$ cat config.mk
export PLATFORM = sky130hd
export DESIGN_NAME = irq_pend_select
export DESIGN_NICKNAME = d
export VERILOG_FILES = /design/src/rtl/irq_sel_pkg.sv /design/src/rtl/irq_sel_merge.sv /design/src/rtl/irq_sel_tree.sv /design/src/rtl/irq_sel_gate.sv /design/src/rtl/irq_pend_select.sv
export SDC_FILE = /design/constraint.sdc
export NUM_CORES = 1
export LEC_CHECK = 0
export BUFFER_PORTS_ARGS = -buffer_cell sky130_fd_sc_hd__buf_2
export CAP_MARGIN = 40
export CORE_AREA = 2 2 263 265
export CTS_CLUSTER_SIZE = 12
export DETAILED_ROUTE_END_ITERATION = 8
export DIE_AREA = 0 0 265 267
export HOLD_SLACK_MARGIN = 0.08
export SLEW_MARGIN = 20
export SYNTH_ARGS = -nofsm -noshare
export SYNTH_HDL_FRONTEND = slang
export SYNTH_SLANG_ARGS = --single-unit
$ cat constraint.sdc
create_clock -name clk -period 41.3 [get_ports clk]
set_input_delay 8.26 -clock clk [delete_from_list [all_inputs] [get_ports clk]]
set_output_delay 8.26 -clock clk [all_outputs]
set_load 0.05 [all_outputs]
$ cat src/rtl/irq_sel_pkg.sv
package irq_sel_pkg;

  localparam int PRIO_W = 8;
  localparam int ID_W   = 10;
  localparam logic [ID_W-1:0] NO_IRQ = '1;

  typedef struct packed {
    logic              vld;
    logic [PRIO_W-1:0] prio;
    logic [ID_W-1:0]   id;
  } cand_t;

  // challenger replaces holder only when strictly more urgent
  function automatic logic beats(input cand_t challenger, input cand_t holder);
    return challenger.vld && (!holder.vld || (challenger.prio < holder.prio));
  endfunction

endpackage

$ cat src/rtl/irq_sel_merge.sv
module irq_sel_merge
  import irq_sel_pkg::*;
(
  input  cand_t lo,
  input  cand_t hi,
  output cand_t win
);

  // lo always carries the lower IDs, so it keeps ties
  always_comb begin
    win = beats(hi, lo) ? hi : lo;
  end

endmodule

$ cat src/rtl/irq_sel_tree.sv
module irq_sel_tree
  import irq_sel_pkg::*;
#(
  parameter int NUM_SRC = 64
) (
  input  logic [NUM_SRC-1:0]        qual,
  input  logic [NUM_SRC*PRIO_W-1:0] prio_flat,
  output cand_t                     best
);

  localparam int LVL    = (NUM_SRC > 1) ? $clog2(NUM_SRC) : 1;
  localparam int LEAVES = 1 << LVL;
  localparam int NODES  = 2 * LEAVES - 1;

  cand_t node [NODES];

  for (genvar k = 0; k < LEAVES; k++) begin : g_leaf
    if (k < NUM_SRC) begin : g_real
      assign node[LEAVES-1+k] = cand_t'{vld:  qual[k],
                                        prio: prio_flat[k*PRIO_W +: PRIO_W],
                                        id:   ID_W'(k)};
    end else begin : g_pad
      assign node[LEAVES-1+k] = cand_t'{vld: 1'b0, prio: '1, id: NO_IRQ};
    end
  end

  // heap layout: node n has children 2n+1 (lower IDs) and 2n+2
  for (genvar n = 0; n < LEAVES - 1; n++) begin : g_node
    irq_sel_merge u_merge (
      .lo  (node[2*n+1]),
      .hi  (node[2*n+2]),
      .win (node[n])
    );
  end

  assign best = node[0];

endmodule

$ cat src/rtl/irq_sel_gate.sv
module irq_sel_gate
  import irq_sel_pkg::*;
(
  input  cand_t             best,
  input  logic              dist_en,
  input  logic              cpu_en,
  input  logic [PRIO_W-1:0] prio_mask,
  input  logic [PRIO_W:0]   run_prio,
  output logic [ID_W-1:0]   nxt_id,
  output logic              nxt_req
);

  logic on;
  logic pass_mask;
  logic pass_run;

  always_comb begin
    on        = dist_en && cpu_en;
    pass_mask = best.vld && (best.prio < prio_mask);
    pass_run  = ({1'b0, best.prio} < run_prio);
    nxt_id    = (on && pass_mask) ? best.id : NO_IRQ;
    nxt_req   = on && pass_mask && pass_run;
  end

endmodule

$ cat src/rtl/irq_pend_select.sv
module irq_pend_select
  import irq_sel_pkg::*;
#(
  parameter int NUM_SRC = 64
) (
  input  logic                      clk,
  input  logic                      rst,
  input  logic                      dist_en,
  input  logic                      cpu_en,
  input  logic [NUM_SRC-1:0]        src_en,
  input  logic [NUM_SRC-1:0]        src_pend,
  input  logic [NUM_SRC*PRIO_W-1:0] src_prio,
  input  logic [PRIO_W-1:0]         prio_mask,
  input  logic [PRIO_W:0]           run_prio,
  output logic [ID_W-1:0]           pend_id,
  output logic                      irq_req
);

  logic [NUM_SRC-1:0] qual;
  cand_t              best;
  logic [ID_W-1:0]    nxt_id;
  logic               nxt_req;

  assign qual = src_en & src_pend;

  irq_sel_tree #(.NUM_SRC(NUM_SRC)) u_tree (
    .qual      (qual),
    .prio_flat (src_prio),
    .best      (best)
  );

  irq_sel_gate u_gate (
    .best      (best),
    .dist_en   (dist_en),
    .cpu_en    (cpu_en),
    .prio_mask (prio_mask),
    .run_prio  (run_prio),
    .nxt_id    (nxt_id),
    .nxt_req   (nxt_req)
  );

  always_ff @(posedge clk) begin
    if (rst) begin
      pend_id <= NO_IRQ;
      irq_req <= 1'b0;
    end else begin
      pend_id <= nxt_id;
      irq_req <= nxt_req;
    end
  end

endmodule

==> impl_metrics.tcl <==
set metrics [dict create \
    finish.instance_area_mm2 0.0250 \
    post_cts_resized 0 \
    dieArea_mm2 0.0708 \
    synth_most_common_cell "ha_1" \
    cts_hold_buf 0 \
    hold_end "irq_req$_SDFF_PP0_" \
    final.setup.tns_ns 0 \
    synth_nets 4004 \
    setup_violations 0 \
    drt_iter0_drc 1357 \
    fin_cells 4458 \
    cts_tree "done" \
    drt_first_pass_iters 5 \
    worstHoldPathType "input port to flop" \
    tightest_slew_ns 0.864 \
    avgRoutedWirePerCell_um 18.5 \
    cts_setup_buffers 0 \
    grt_overflow_total 0 \
    period_needed_ns 23.27 \
    io_buffers 671 \
    power_density_mw_per_mm2 42.4 \
    syn-cell-area_mm2 0.0204 \
    seqCellArea_um2 160 \
    cp-end-kind "flop" \
    viasPerCell 5.37 \
    status "completed" \
    timing.fmax_mhz 43.0 \
    grt_max_degree 19 \
    seq_area_frac_synth 0.00785 \
    drv_cap 0 \
    ios 672 \
    start_util 0.300 \
    final_net_count 4651 \
    htreeDepth 1 \
    dpl.hpwl_um 75000 \
    avgSynthCellArea_um2 7.00 \
    hold_violations 0 \
    via_count 23923 \
    dieHeight_um 267 \
    synth.distinct_cells 89 \
    rsz0062_at_grt "false" \
    finalCritPeriodShare 0.563 \
    grt.total_usage 0.220 \
    cts_made_buffers 3 \
    root_buffer "clkbuf_16" \
    grt_pass1_wl_um 123000 \
    power_leakage_nw 13.5 \
    drive_above_1_share 0.239 \
    start_kind "input port" \
    peakVddDrop_mv 0.0873 \
    min_from "run_prio[8]" \
    die_width_um 265 \
    cts_buffer_depth 2 \
    synthFlopType "dfxtp_1" \
    drv_slew 0 \
    cts.sinks 8 \
    drc 0 \
    path_clk_slew_ns 0.04 \
    ant_nets 0 \
    max_stage_delay_ns 0.56 \
    ys.warnings.count 0 \
    synthCells 2914 \
    dpl.cell_count 4428 \
    yosysTopAreaCellShare 0.263 \
    routabilityCongestion 0.953 \
    finalHoldWorstSlack_ns 8.34 \
    synth_edf_count 0 \
    grt_pass1_vias 22694 \
    fillers 7379 \
    synth_top_area_cell "ha_1" \
    antenna_found_initial 28 \
    synth_common_cells "ha_1, inv_1, a21oi_1, nor2_1, nand2_1" \
    ys_seq_elements 8 \
    crit_fanout 15 \
    ys_async_sr_fraction 0 \
    synthTopCellsByArea "ha_1, mux2i_1, inv_1" \
    routed_wl_um 82400 \
    rows 96 \
    slew_headroom 0.423 \
    whs_path_depth 3 \
    coreArea_mm2 0.0680 \
    critPathSlowestCell "o21ai_1" \
    syn2layout_area_growth_pct 22.4 \
    critical_path_required_ns 41.44 \
    crit_type "input port to flop" \
    placed_area_mm2 0.0248 \
    multiInputGateArea_mm2 0.0187 \
    cp.arrival_ns 23.41 \
]
## stage by stage
stage / power [W] / util / setup WS, ns
after global placement: 0.00101 / 0.363 / 17.84
after floorplan: 0.000735 / - / 20.48
after CTS: 0.00105 / 0.366 / 18.20
final: 0.00106 / 0.368 / 18.03
after global routing: 0.00119 / 0.367 / 16.74
after detailed placement: 0.00102 / 0.365 / 18.03
## worst max-delay path by stage
stage                  start                     to  slack [ns]  cells after the start
3_5_place_dp   src_prio[470]     irq_req$_SDFF_PP0_       18.03                     64
3_3_place_gp   src_prio[470]  pend_id[2]$_SDFF_PP1_       17.84                     61
5_1_grt        src_prio[470]     irq_req$_SDFF_PP0_       16.74                     65
4_1_cts        src_prio[470]     irq_req$_SDFF_PP0_       18.20                     64
2_1_floorplan  src_prio[470]     irq_req$_SDFF_PP0_       20.48                     67
6_report       src_prio[470]     irq_req$_SDFF_PP0_       18.03                     64
## cell families (layout without fill, tap and decap cells)
logic type,count (synthesis),in the layout,synth area share
other,0,17,0
adders and majority gates,432,432,0.264
muxes,289,289,0.148
and+or+nand+nor,830,830,0.191
DFF,8,8,0.00785
buffers and inverters,421,1066,0.0783
AOI/OAI and AO/OA,934,934,0.311
## cell type report
| class | count | area share |
|---|---|---|
| Antenna cell | 17 | 0.00170 |
| Sequential cell | 8 | 0.00641 |
| Inverter | 362 | 0.0544 |
| Multi-Input combinational cell | 2485 | 0.747 |
| Clock buffer | 3 | 0.00300 |
| Tap cell | 882 | 0.0442 |
| Timing Repair Buffer | 701 | 0.143 |
## cell usage in the layout (no fill, tap or decap), drive strengths merged, types with 47 or more instances in the layout
| cell | count |
|---|---|
| buf | 695 |
| ha | 429 |
| inv | 362 |
| a21oi | 264 |
| nor2 | 248 |
| nand2 | 246 |
| mux2i | 194 |
| o21ai | 175 |
| mux2 | 95 |
| a21o | 65 |
| nand4 | 52 |
| nand3 | 52 |
| o21a | 50 |
| o211ai | 47 |
## flip-flops by register name, indices dropped and copies added (netlist names)
signal / cells
irq_req: 1
pend_id: 7
## power breakdown
part           internal (W)  total [W]  switching (W)
combinational      0.000416    0.00103       0.000615
sequential       0.00000914  0.0000106     0.00000141
clock             0.0000125  0.0000168     0.00000431
total              0.000438    0.00106       0.000621
## routing by layer
metal  vias to the layer above  global-route usage  wire length (µm)
li1                      12125                   -                 -
met1                     11004               0.269             35300
met2                       683               0.406             40700
met3                        93              0.0286              4300
met4                        18              0.0536              1930
met5                         -                   0               122
## worst max-delay path: cells and delay by family
family | cells | cell delay (ns)
AO/OA/AOI/OAI | 27 | 6.76
adder cells (fa/ha/maj) | 7 | 2.16
buffers and inverters | 9 | 1.31
multiplexers | 3 | 1.04
AND/OR/NAND/NOR | 18 | 3.83
No activity file was read; power rests on OpenSTA's default activity.
